<file path="config.mk">
export PLATFORM = sky130hd
export DESIGN_NAME = can_bit_timer
export DESIGN_NICKNAME = d
export VERILOG_FILES = /design/src/rtl/cbt_pkg.sv /design/src/rtl/cbt_cfg_reg.sv /design/src/rtl/cbt_prescaler.sv /design/src/rtl/cbt_seg_engine.sv /design/src/rtl/can_bit_timer.sv
export SDC_FILE = /design/constraint.sdc
export NUM_CORES = 1
export LEC_CHECK = 0
export BUFFER_PORTS_ARGS = -buffer_cell sky130_fd_sc_hd__buf_2
export CAP_MARGIN = 20
export CORE_UTILIZATION = 45
export CTS_CLUSTER_SIZE = 12
export DETAILED_ROUTE_END_ITERATION = 8
export PLACE_DENSITY = 0.66
export REMOVE_ABC_BUFFERS = 1
export SLEW_MARGIN = 5
export SYNTH_ARGS = -nofsm -noshare
export SYNTH_HDL_FRONTEND = slang
export SYNTH_SLANG_ARGS = --single-unit
</file>
<file path="constraint.sdc">
create_clock -name clk -period 16 [get_ports clk]
set_clock_uncertainty 0.2 [all_clocks]
set_input_delay 0 -clock clk [delete_from_list [all_inputs] [get_ports clk]]
set_output_delay 0 -clock clk [all_outputs]
set_load 0.05 [all_outputs]
</file>
<file path="src/rtl/cbt_pkg.sv">
`timescale 1ns/1ps
package cbt_pkg;
    localparam int PRESC_W = 8;
    localparam int JUMP_W  = 2;
    localparam int SEG_W   = 3;
    localparam int QCNT_W  = 5;

    typedef enum logic [1:0] {
        SEG_SYNC = 2'd0,
        SEG_PROP = 2'd1,
        SEG_PH1  = 2'd2,
        SEG_PH2  = 2'd3
    } seg_e;

    typedef struct packed {
        logic [JUMP_W-1:0] jump;
        logic [SEG_W-1:0]  prop;
        logic [SEG_W-1:0]  ph1;
        logic [SEG_W-1:0]  ph2;
    } seg_cfg_t;

    typedef struct packed {
        logic [PRESC_W-1:0] presc;
        seg_cfg_t           seg;
    } timing_cfg_t;

    typedef logic [QCNT_W-1:0] qcnt_t;

    function automatic qcnt_t q_min(input qcnt_t a, input qcnt_t b);
        return (a < b) ? a : b;
    endfunction

    function automatic qcnt_t jump_quanta(input seg_cfg_t c);
        return QCNT_W'(c.jump) + QCNT_W'(1);
    endfunction

    function automatic qcnt_t ph2_quanta(input seg_cfg_t c);
        return (c.ph2 == '0) ? QCNT_W'(2) : QCNT_W'(c.ph2) + QCNT_W'(1);
    endfunction
endpackage

</file>
<file path="src/rtl/cbt_cfg_reg.sv">
`timescale 1ns/1ps
module cbt_cfg_reg
    import cbt_pkg::*;
(
    input  logic        clk,
    input  logic        rst,
    input  logic        freeze_i,
    input  logic        wr_i,
    input  timing_cfg_t cfg_d,
    output timing_cfg_t cfg_q
);
    always_ff @(posedge clk) begin
        if (rst)
            cfg_q <= '0;
        else if (wr_i && freeze_i)
            cfg_q <= cfg_d;
    end
endmodule

</file>
<file path="src/rtl/cbt_prescaler.sv">
`timescale 1ns/1ps
module cbt_prescaler
    import cbt_pkg::*;
(
    input  logic               clk,
    input  logic               rst,
    input  logic               hold_i,
    input  logic               restart_i,
    input  logic [PRESC_W-1:0] presc_i,
    output logic               tick_o
);
    logic [PRESC_W-1:0] cnt_q;

    assign tick_o = !hold_i && (cnt_q == presc_i);

    always_ff @(posedge clk) begin
        if (rst || hold_i || restart_i)
            cnt_q <= '0;
        else if (tick_o)
            cnt_q <= '0;
        else
            cnt_q <= cnt_q + PRESC_W'(1);
    end
endmodule

</file>
<file path="src/rtl/cbt_seg_engine.sv">
`timescale 1ns/1ps
module cbt_seg_engine
    import cbt_pkg::*;
(
    input  logic     clk,
    input  logic     rst,
    input  logic     hold_i,
    input  logic     tick_i,
    input  logic     rx_i,
    input  logic     hsync_en_i,
    input  logic     tx_dom_i,
    input  seg_cfg_t cfg_i,
    output logic     restart_o,
    output logic     sample_o,
    output logic     rx_bit_o,
    output logic     bit_start_o
);
    seg_e  seg_q;
    qcnt_t qcnt_q, ext_q, shr_q, ext_n, shr_n;
    qcnt_t err_pos, ph2_rem;
    logic  done_q, done_n, rx_q, fall;

    assign fall      = rx_q && !rx_i;
    assign restart_o = !hold_i && fall && hsync_en_i;

    // phase error evaluation for a soft correction
    always_comb begin
        ext_n   = ext_q;
        shr_n   = shr_q;
        done_n  = done_q;
        err_pos = '0;
        ph2_rem = '0;
        if (!hold_i && fall && !hsync_en_i && !tx_dom_i && !done_q) begin
            case (seg_q)
                SEG_PROP: begin
                    err_pos = qcnt_q + QCNT_W'(1);
                    ext_n   = q_min(err_pos, jump_quanta(cfg_i));
                    done_n  = 1'b1;
                end
                SEG_PH1: begin
                    err_pos = QCNT_W'(cfg_i.prop) + qcnt_q + QCNT_W'(2);
                    ext_n   = q_min(err_pos, jump_quanta(cfg_i));
                    done_n  = 1'b1;
                end
                SEG_PH2: begin
                    ph2_rem = ph2_quanta(cfg_i) - qcnt_q;
                    shr_n   = q_min(ph2_rem, jump_quanta(cfg_i));
                    done_n  = 1'b1;
                end
                default: ;
            endcase
        end
    end

    always_ff @(posedge clk) begin
        if (rst) begin
            rx_q        <= 1'b1;
            seg_q       <= SEG_SYNC;
            qcnt_q      <= '0;
            ext_q       <= '0;
            shr_q       <= '0;
            done_q      <= 1'b0;
            sample_o    <= 1'b0;
            bit_start_o <= 1'b0;
            rx_bit_o    <= 1'b1;
        end else begin
            rx_q <= rx_i;
            if (hold_i) begin
                seg_q       <= SEG_SYNC;
                qcnt_q      <= '0;
                ext_q       <= '0;
                shr_q       <= '0;
                done_q      <= 1'b0;
                sample_o    <= 1'b0;
                bit_start_o <= 1'b0;
            end else if (restart_o) begin
                seg_q       <= SEG_PROP;
                qcnt_q      <= '0;
                ext_q       <= '0;
                shr_q       <= '0;
                done_q      <= 1'b1;
                sample_o    <= 1'b0;
                bit_start_o <= 1'b1;
            end else begin
                sample_o    <= 1'b0;
                bit_start_o <= 1'b0;
                ext_q       <= ext_n;
                shr_q       <= shr_n;
                done_q      <= done_n;
                if (tick_i) begin
                    case (seg_q)
                        SEG_SYNC: begin
                            seg_q  <= SEG_PROP;
                            qcnt_q <= '0;
                        end
                        SEG_PROP: begin
                            if (qcnt_q == QCNT_W'(cfg_i.prop)) begin
                                seg_q  <= SEG_PH1;
                                qcnt_q <= '0;
                            end else
                                qcnt_q <= qcnt_q + QCNT_W'(1);
                        end
                        SEG_PH1: begin
                            if (qcnt_q == QCNT_W'(cfg_i.ph1) + ext_n) begin
                                seg_q    <= SEG_PH2;
                                qcnt_q   <= '0;
                                sample_o <= 1'b1;
                                rx_bit_o <= rx_i;
                            end else
                                qcnt_q <= qcnt_q + QCNT_W'(1);
                        end
                        default: begin
                            if (qcnt_q + QCNT_W'(1) >= ph2_quanta(cfg_i) - shr_n) begin
                                seg_q       <= SEG_SYNC;
                                qcnt_q      <= '0;
                                ext_q       <= '0;
                                shr_q       <= '0;
                                done_q      <= 1'b0;
                                bit_start_o <= 1'b1;
                            end else
                                qcnt_q <= qcnt_q + QCNT_W'(1);
                        end
                    endcase
                end
            end
        end
    end
endmodule

</file>
<file path="src/rtl/can_bit_timer.sv">
`timescale 1ns/1ps
module can_bit_timer
    import cbt_pkg::*;
(
    input  logic               clk,
    input  logic               rst,
    input  logic               freeze_i,
    input  logic               cfg_wr_i,
    input  logic [PRESC_W-1:0] cfg_presc_i,
    input  logic [JUMP_W-1:0]  cfg_rjw_i,
    input  logic [SEG_W-1:0]   cfg_prop_i,
    input  logic [SEG_W-1:0]   cfg_ph1_i,
    input  logic [SEG_W-1:0]   cfg_ph2_i,
    input  logic               rx_i,
    input  logic               hsync_en_i,
    input  logic               tx_dom_i,
    output logic               tq_tick_o,
    output logic               sample_o,
    output logic               rx_bit_o,
    output logic               bit_start_o
);
    timing_cfg_t cfg_d, cfg_q;
    logic        restart;

    always_comb begin
        cfg_d.presc    = cfg_presc_i;
        cfg_d.seg.jump = cfg_rjw_i;
        cfg_d.seg.prop = cfg_prop_i;
        cfg_d.seg.ph1  = cfg_ph1_i;
        cfg_d.seg.ph2  = cfg_ph2_i;
    end

    cbt_cfg_reg u_cfg (
        .clk      (clk),
        .rst      (rst),
        .freeze_i (freeze_i),
        .wr_i     (cfg_wr_i),
        .cfg_d    (cfg_d),
        .cfg_q    (cfg_q)
    );

    cbt_prescaler u_presc (
        .clk       (clk),
        .rst       (rst),
        .hold_i    (freeze_i),
        .restart_i (restart),
        .presc_i   (cfg_q.presc),
        .tick_o    (tq_tick_o)
    );

    cbt_seg_engine u_eng (
        .clk         (clk),
        .rst         (rst),
        .hold_i      (freeze_i),
        .tick_i      (tq_tick_o),
        .rx_i        (rx_i),
        .hsync_en_i  (hsync_en_i),
        .tx_dom_i    (tx_dom_i),
        .cfg_i       (cfg_q.seg),
        .restart_o   (restart),
        .sample_o    (sample_o),
        .rx_bit_o    (rx_bit_o),
        .bit_start_o (bit_start_o)
    );
endmodule

</file>
# After elaboration in Yosys (flattened, before gate mapping)
# Index checks and enable logic that the tools add are counted.
# word_totals
regBits	49
latch_bits	0
mem_bits_rw	0
mem_bits_ro	0
input_bits	26
output_inout_bits	4
elab_cells	107
mem_count	0
# op_classes
add_sub_neg	9
mul	0
div	0
order_cmp	4
eq_ne	10
shifts	0
mux	35
bitwise	4
reduce_logical	29
# ops
op	n
5-bit 2-to-1 mux	16
5-bit < comparator	3
5-bit one-hot mux with 3 select lines	1
1-bit 2-to-1 mux	13
3-bit by 5-bit adder with 5-bit output	2
5-bit one-hot mux with 2 select lines	1
5-bit subtractor	2
3-bit OR reduction	3
8-bit by 1-bit adder with 8-bit output, second input constant	1
8-bit equality test	1
1-bit logical AND	8
4-bit AND reduction	2
2-bit 2-to-1 mux	3
3-bit by 2-bit != test with 1-bit output, second input constant	2
2-bit one-hot mux with 3 select lines	1
5-bit by 1-bit adder with 5-bit output, second input constant	1
5-bit by 2-bit adder with 5-bit output, second input constant	1
5-bit by 3-bit equality test with 1-bit output	1
5-bit equality test	1
5-bit >= comparator	1
1-bit logical NOT	5
5-bit AND reduction	1
5-bit nonzero test	1
5-bit OR reduction	1
12 further kinds	19

# Longest topological paths before layout
# Gate-level depths: netlist of run 1.
# depth
ltp_word	13
mapped_depth	27
depth_no_buf	27

# Modules after synthesis
# A second synthesis of run 1 with hierarchy kept.
# unflattened
cells_unflattened	403
area_unflattened_um2	3500.9
# modules_own_cells
module	n_inst	cells_per_inst	area_each_um2	seq_area_each_um2
cbt_seg_engine	1	273	2262.2	440.4
cbt_cfg_reg	1	86	839.6	380.4
cbt_prescaler	1	44	399.1	160.2

# Least setup slack after synthesis of run 1
# OpenSTA, ideal clock, no wires.
# synth_path
path_type	register -> register
startpoint	reg u_cfg.cfg_q[0] (netlist name)
endpoint	reg u_eng.ext_q[4]
setup_time_ns	0.133
t_arrival_ns	4.921
t_required_ns	15.667
setup_slack_ns	10.746
stages_incl_launch_ff	27
path_buffers	0
period_less_slack_ns	5.254
cell_sequence	dfxtp_1 -> inv_1 -> ha_1 -> nand2b_1 -> nand2_1 -> ha_1 -> fa_1 -> inv_1 -> ha_1 -> a21oi_1 -> maj3_1 -> nand3_1 -> mux2i_1 -> nand2_1 -> ha_1 -> fa_1 -> a21oi_1 -> o21ai_0 -> nand3b_1 -> o21ai_0 -> a31o_2 -> ha_1 -> nand2_1 -> o21ai_0 -> nand3_1 -> nand2_1 -> nor3b_1
# synth_via
elab_chain_len	12
word_cells_on_any_way	13
cone_classes	add/sub: 3; order compare: 2; mux: 7; reduce/logical: 1
# synth_lines
item	line	text
3-bit by 1-bit adder with 4-bit output or 3-bit logical NOT (tied branches)	cbt_pkg.sv:38	return (c.ph2 == '0) ? QCNT_W'(2) : QCNT_W'(c.ph2) + QCNT_W'(1);
5-bit 2-to-1 mux (*)	cbt_pkg.sv:38	
5-bit subtractor	cbt_seg_engine.sv:46	ph2_rem = ph2_quanta(cfg_i) - qcnt_q;
5-bit < comparator	cbt_pkg.sv:30	return (a < b) ? a : b;
5-bit 2-to-1 mux	cbt_pkg.sv:30	
5-bit 2-to-1 mux	cbt_seg_engine.sv:34	case (seg_q)
5-bit 2-to-1 mux	cbt_seg_engine.sv:33	if (!hold_i && fall && !hsync_en_i && !tx_dom_i && !done_q) begin
5-bit subtractor (*)	cbt_seg_engine.sv:113	if (qcnt_q + QCNT_W'(1) >= ph2_quanta(cfg_i) - shr_n) begin
5-bit >= comparator (*)	cbt_seg_engine.sv:113	
5-bit 2-to-1 mux (*)	cbt_seg_engine.sv:113	
5-bit 2-to-1 mux (*)	cbt_seg_engine.sv:91	case (seg_q)
5-bit 2-to-1 mux (*)	cbt_seg_engine.sv:90	if (tick_i) begin
end signal: assignment	cbt_seg_engine.sv:87	ext_q <= ext_n;
end: declaration	cbt_seg_engine.sv:19	qcnt_t qcnt_q, ext_q, shr_q, ext_n, shr_n;
# Every way passes the cells marked *; elsewhere a longest branch is shown, timed or not.
# A chain may end at the register's enable or synchronous reset.

# Final worst setup path of run 1
# layout_path
startpoint	reg u_cfg.cfg_q[0] (netlist name)
endpoint	reg u_eng.bit_start_o
# layout_via
elab_chain_len	13
word_cells_on_any_way	14
cone_classes	add/sub: 3; order compare: 2; mux: 8; reduce/logical: 1
# layout_lines
item	line	text
3-bit by 1-bit adder with 4-bit output or 3-bit logical NOT (tied branches)	cbt_pkg.sv:38	
5-bit 2-to-1 mux (*)	cbt_pkg.sv:38	
5-bit subtractor	cbt_seg_engine.sv:46	
5-bit < comparator	cbt_pkg.sv:30	
5-bit 2-to-1 mux	cbt_pkg.sv:30	
5-bit 2-to-1 mux	cbt_seg_engine.sv:34	
5-bit 2-to-1 mux	cbt_seg_engine.sv:33	
5-bit subtractor (*)	cbt_seg_engine.sv:113	
5-bit >= comparator (*)	cbt_seg_engine.sv:113	
1-bit 2-to-1 mux (*)	cbt_seg_engine.sv:113	
1-bit 2-to-1 mux (*)	cbt_seg_engine.sv:91	
1-bit 2-to-1 mux (*)	cbt_seg_engine.sv:90	
1-bit 2-to-1 mux (*)	cbt_seg_engine.sv:76	end else if (restart_o) begin
end signal: assignment	cbt_seg_engine.sv:75	bit_start_o <= 1'b0;
end signal: assignment	cbt_seg_engine.sv:83	bit_start_o <= 1'b1;
end signal: assignment	cbt_seg_engine.sv:119	bit_start_o <= 1'b1;
end: declaration	cbt_seg_engine.sv:16	output logic bit_start_o
# Marked as above.

==> results.py, run 1 <==
metrics = {
    "yosys": {
        "synth_compound_area_share_pct": 16.4,
        "synthAdderAreaFrac_pct": 17.4,
        "yosysTopAreaCell": "dfxtp_1",
        "yosys_warnings": 0,
        "yosys-top-cells-area": "dfxtp_1 (30%), ha_1 (14%), nand2_1 (6.3%), a21oi_1 (6.0%), xnor2_1 (5.2%)",
        "yosys.area_share.simple_pct": 21.1,
        "synthDistinctLibCells": 51,
        "synth_top_family_by_area": "simple AND/OR/NAND/NOR gates",
        "netlist_area_um2": 3230,
        "synth-seq-area-share_pct": 30.4,
        "yosysTopAreaCellShare_pct": 30.4,
        "synth_edf_count": 0,
        "async_flop_share_pct": 0,
        "ys_ff_latch": 49,
        "synth_commonest_cells": "nand2_1 (54), dfxtp_1 (49), a21oi_1 (39), ha_1 (36), nor2_1 (26)",
        "ys.flop_type": "dfxtp_1",
        "synthMuxAreaShare_pct": 1.63,
        "netlist_instances": 387,
        "postSynthAreaPerCell_um2": 8.34,
        "synthXorXnorAreaFrac_pct": 8.84,
        "yosysMostFrequentCell": "nand2_1",
    },
    "power_and_ir_drop": {
        "worst_ir_drop_vdd_mv": 0.0580,
        "seq_power_share_pct": 47.7,
        "internal_power_mw": 0.194,
        "clock_power_share_pct": 35.1,
        "p_leak_nw": 1.75,
        "switchingPower_mw": 0.0727,
        "powerDensity_nw_per_um2": 67.0,
        "power_frac_comb_pct": 17.1,
        "swShare_pct": 27.2,
    },
    "critical_path": {
        "crit_path_frequent_cell": "ha_1",
        "cp_slowest_stage_delay_ns": 0.57,
        "crit_slowest_cell": "dlygate4sd3_1",
        "worstSetupEndpointType": "register",
        "crit_fanout": 5,
        "critPathArrivalTime_ns": 6.58,
        "cp-start-kind": "register",
        "cp.required_ns": 16.06,
        "r2r_cells": 26,
        "crit_type": "register to register",
    },
    "grt": {
        "grt_max_degree": 24,
        "gr-usage-met2_pct": 37.4,
        "grtUsageMet3_pct": 3.14,
        "busiest_layer": "met2",
        "gr-total-overflow": 0,
        "use_met1_pct": 28.4,
        "grt_usage_pct": 21.8,
        "antenna_found_initial": 0,
        "grt_pass1_wl_mm": 12.8,
        "grt_pass1_vias": 2786,
    },
    "routing": {
        "drtIter0Drc": 123,
        "first_pass_iters": 4,
        "wl_per_cell_um": 13.7,
        "drc": 0,
        "vias": 2872,
        "routed_wl_mm": 7.55,
        "ant_nets": 0,
        "via_per_inst": 5.20,
    },
    "cells_and_area": {
        "insertedDiodeCount": 0,
        "drive_above_1_share_pct": 10.3,
        "fill_cells": 616,
        "fin_nets": 521,
        "area_growth_pct": 23.5,
        "post-route-util_pct": 58.0,
    },
    "floorplanning": {
        "fp.dieArea_um2": 7510,
        "pin_count": 30,
        "die_h_um": 86.7,
        "core_area_um2": 6870,
        "die_w_um": 86.7,
        "num_rows": 30,
        "initial_core_util_pct": 47.0,
    },
    "cts": {
        "root_buffer": "clkbuf_8",
        "post_cts_buffers": 0,
        "cts_max_path_buffers": 2,
        "clock_latency_ns": 0.31,
        "cts_tree": "done",
        "htree_levels": 2,
        "cts_buffers": 5,
        "cts_sinks": 49,
        "path_clk_slew_ns": 0.10,
    },
    "sta": {
        "clock.fmax_ghz": 0.153,
        "worstMarginPinSlew_ns": 0.858,
        "drv_slew": 0,
        "fin_crit_ns": 6.52,
        "hold_violations": 0,
        "setup_tns_ns": 0,
        "rsz0062_at_grt": "no",
        "period_share_pct": 40.7,
        "finalSetupViolCount": 0,
        "slew_headroom_pct": 42.3,
    },
    "placement": {
        "portBuffers": 29,
        "place.gp.congestion": 0.914,
        "dp_hpwl_mm": 5.45,
    },
    "worst_hold_path": {
        "min_path_cells": 6,
        "min_path_type": "primary input to register",
    },
    "status": {
        "status": "finished clean",
    },
    "job": {
        "drv_cap": 0,
    },
}
## worst paths after layout
| check | from | to | slack, ns |
|---|---|---|---|
| hold / removal | tx_dom_i | u_eng.done_q | 0.01 |
| setup / recovery | u_cfg.cfg_q[0] | u_eng.bit_start_o | 9.48 |
| hold reg to reg | u_eng.shr_q[3] | u_eng.shr_q[3] | 0.26 |
| setup reg to reg | u_cfg.cfg_q[0] | u_eng.bit_start_o | 9.48 |
## per-layer routing
layer | vias to the layer above | part of all wire, %
met3 | 9 | 2.6
met2 | 41 | 48
met5 | - | 0
li1 | 1476 | -
met1 | 1346 | 48
met4 | 0 | 1.7
## area by class of cell
cell class                 instances  area (µm²)  area share, %
inverter                          25        93.8           2.36
sequential                        49         981           24.6
clock inverter                     3        47.5           1.19
timing repair buffer              71         566           14.2
multi-input combinational        303        2110           52.9
clock buffer                       5        68.8           1.73
tap                               96         120           3.02
## what timing repair did
action / in CTS / in global routing
endpoints found under the hold margin: 27 / 0
resized for setup: 0 / 0
hold buffers: 42 / 0
## critical path, delay by kind of cell (launching register included)
family	cells	cell delay [ns]
xor gates and xnor gates	1	0.25
buffers and inverters	2	0.64
AOI/OAI and AO/OA	8	1.89
muxes	1	0.24
and+or+nand+nor	8	1.05
adders and majority gates	6	1.83
DFF	1	0.38
## cell usage in the layout (no fill, tap or decap), types with 5 or more instances in the layout
cell,n
nand2b_1,12
dlygate4sd3_1,42
xor2_1,11
clkbuf_8,5
ha_1,36
inv_1,25
nor2_1,26
nand2_1,54
o21ai_0,10
and3_1,7
nand3_1,17
a21oi_1,39
a21o_1,7
dfxtp_1,49
xnor2_1,19
buf_2,29
## state kept, by name (all words and copies together), names as in the netlist
name,cells
u_cfg.cfg_q,19
u_presc.cnt_q,8
u_eng.ext_q,5
u_eng.qcnt_q,5
u_eng.shr_q,5
u_eng.seg_q,2
u_eng.bit_start_o,1
u_eng.done_q,1
u_eng.rx_bit_o,1
u_eng.rx_q,1
u_eng.sample_o,1
## through the flow
| step | std cells | setup slack, ns | power (mW) | cell area (µm²) | hold slack, ns |
|---|---|---|---|---|---|
| finish | 552 | 9.48 | 0.267 | 3980 | 0.0123 |
| floorplan | 377 | 10.75 | 0.156 | 3180 | -0.131 |
| detailed placement | 502 | 9.86 | 0.168 | 3450 | 0.0203 |
| CTS | 552 | 9.50 | 0.268 | 3980 | 0.0103 |
| global route | 552 | 8.93 | 0.280 | 3980 | 0.0460 |
| global placement | 502 | 9.92 | 0.168 | 3450 | 0.0268 |
## power by group through the flow
stage	combinational, mW	clock (mW)	sequential (mW)
after global placement	0.0376	0	0.130
after CTS	0.0453	0.0953	0.127
after detailed placement	0.0380	0	0.130
after global routing	0.0509	0.101	0.128
after floorplan	0.0265	0	0.130
final	0.0457	0.0938	0.127
## cell families (layout without fill, tap and decap cells)
kind of cell | after synthesis | in the layout
and+or+nand+nor | 140 | 140
AOI/OAI and AO/OA | 84 | 84
DFF | 49 | 49
adders and majority gates | 43 | 43
buffers and inverters | 35 | 104
xor gates and xnor gates | 31 | 31
muxes | 5 | 5
Note: power is estimated with default switching activity, not from simulation.
==> inputs of run 2 (changes only) <==
clock period = 6.8 ns   (was 16 ns; I/O delays follow)
==> run 2 against run 1 <==
  * Power is 120% higher
  * Final cell count is 0.36% higher
  * Register-to-register slack worse by 8.9 ns
  * Setup slack worse by 8.9 ns
  * Clock power is 100% higher
  * Non-clock buffer count is 2 higher
  * First-iteration DRC count is 3.3% lower
  * Sequential power is 140% higher
  * Global-route usage is 1.1 points higher
  * Critical endpoint unchanged
  * Largest cell class unchanged
  * Highest routed layer unchanged
==> results.py, run 2 (synthesis gave the netlist of run 1 again) <==
metrics = {
    "power_and_ir_drop": {
        "finalPower_mw": 0.598,
        "power_frac_comb_pct": 18.3,
        "powerDensity_nw_per_um2": 150,
        "seq_power_share_pct": 50.1,
        "internal_power_mw": 0.421,
        "worst_ir_drop_vdd_mv": 0.126,
        "clock_power_share_pct": 31.5,
        "p_leak_nw": 1.75,
        "swShare_pct": 29.7,
        "switchingPower_mw": 0.177,
    },
    "cells_and_area": {
        "seqCellArea_um2": 981,
        "largest_reg_flops": 19,
        "insertedDiodeCount": 0,
        "fin_nets": 523,
        "fill_cells": 628,
        "multi_input_area_um2": 2110,
        "layout_common_cells": "nand2_1 (54), dfxtp_1 (49), dlygate4sd3_1 (43), a21oi_1 (39), ha_1 (36)",
        "largest-register": "u_cfg.cfg_q",
        "drive_above_1_share_pct": 10.7,
        "mostFrequentLayoutCell": "nand2_1",
        "area_growth_pct": 23.4,
        "reg_top3": "u_cfg.cfg_q (19), u_presc.cnt_q (8)",
        "post-route-util_pct": 58.0,
    },
    "placement": {
        "place.gp.congestion": 0.917,
        "portBuffers": 29,
        "pre_cts_slack_ns": 0.671,
        "dp_hpwl_mm": 5.68,
    },
    "routing": {
        "drc": 0,
        "routed_wl_mm": 7.89,
        "drtIter0Drc": 119,
        "first_pass_iters": 4,
        "via_per_inst": 5.31,
        "vias": 2939,
        "ant_nets": 0,
        "wl_per_cell_um": 14.2,
    },
    "critical_path": {
        "crit_fanout": 5,
        "critical_path_buf_inv_count": 3,
        "crit_type": "register to register",
        "cp.required_ns": 6.86,
        "cp_top_family": "adder cells",
        "worstSetupEndpointType": "register",
        "cp_slowest_stage_delay_ns": 0.58,
        "crit_path_frequent_cell": "ha_1",
        "cp-start-kind": "register",
        "crit_slowest_cell": "dlygate4sd3_1",
        "critPathArrivalTime_ns": 6.30,
    },
    "floorplanning": {
        "die_h_um": 86.7,
        "initial_core_util_pct": 47.0,
        "die_w_um": 86.7,
        "num_rows": 30,
        "pin_count": 30,
        "core_area_um2": 6870,
        "fp.dieArea_um2": 7510,
    },
    "cts": {
        "cts_buffers": 5,
        "cts_tree": "done",
        "cts_max_path_buffers": 2,
        "htree_levels": 2,
        "cts_sinks": 49,
        "path_clk_slew_ns": 0.10,
        "clock_latency_ns": 0.31,
        "root_buffer": "clkbuf_8",
    },
    "sta": {
        "period_share_pct": 91.8,
        "worstMarginPinSlew_ns": 0.804,
        "setup_ws_ns": 0.561,
        "rsz0062_at_grt": "no",
        "fin_crit_ns": 6.24,
        "clock.fmax_ghz": 0.160,
        "finalSetupViolCount": 0,
        "drv_slew": 0,
        "setup_tns_ns": 0,
        "hold_violations": 0,
        "slew_headroom_pct": 46.0,
    },
    "grt": {
        "grt_pass1_vias": 2957,
        "grt_pass1_wl_mm": 13.5,
        "grt_usage_pct": 22.8,
        "antenna_found_initial": 0,
        "grt_max_degree": 24,
        "gr-total-overflow": 0,
    },
    "worst_hold_path": {
        "min_path_type": "primary input to register",
    },
    "job": {
        "drv_cap": 0,
    },
    "status": {
        "status": "finished clean",
    },
}
run 2: changes by cell type in the layout (fill, tap and decap cells not counted):
cell,delta
bufinv_16,-1
clkinvlp_4,+1
o21ai_0,-1
o21ai_2,+1
dlygate4sd3_1,+1
buf_4,+1
run 2: worst paths after layout:
| check | startpoint | to | slack (ns) | cells past startpoint |
|---|---|---|---|---|
| max | u_cfg.cfg_q[0] | u_eng.bit_start_o | 0.56 | 25 |
| min | rst | u_eng.rx_bit_o | 0.06 | 2 |
| max reg2reg | u_cfg.cfg_q[0] | u_eng.bit_start_o | 0.56 | 25 |
| min reg2reg | u_eng.shr_q[3] | u_eng.shr_q[3] | 0.27 | 2 |
run 2: per-stage QoR:
stage	cell area [µm²]	instances	hold slack, ns
floorplan	3180	377	-0.131
global placement	3450	503	0.0274
detailed placement	3450	503	0.0288
CTS	3980	554	0.0214
global route	3980	554	0.0571
finish	3980	554	0.0560
run 2: metal layers:
metal / part of all wire (%) / global-route usage, % / up-vias
li1: - / - / 1481
met1: 45 / 28.3 / 1381
met2: 50 / 41.1 / 66
met3: 3.9 / 3.05 / 11
met4: 1.5 / 6.82 / 0
met5: 0 / 0 / -
run 2: power groups by stage:
stage	Combinational [mW]	Sequential, mW	Clock (mW)
floorplan	0.0624	0.305	0
global placement	0.0884	0.306	0
detailed placement	0.0902	0.307	0
CTS	0.108	0.300	0.195
global route	0.122	0.301	0.202
finish	0.110	0.300	0.189
run 2: final cells by class:
| type | instances | share of cell area [%] |
|---|---|---|
| clock buffer | 5 | 1.73 |
| clock inverter | 3 | 0.628 |
| inverter | 25 | 2.36 |
| multi-input combinational | 303 | 53.0 |
| sequential | 49 | 24.6 |
| tap | 96 | 3.02 |
| timing repair buffer | 73 | 14.6 |
run 2: timing repair:
item                       CTS  global route
setup buffers                0             0
hold buffers                43             0
hold endpoints to repair    27             0
gates resized for setup      0             2
setup endpoints to repair    0             1
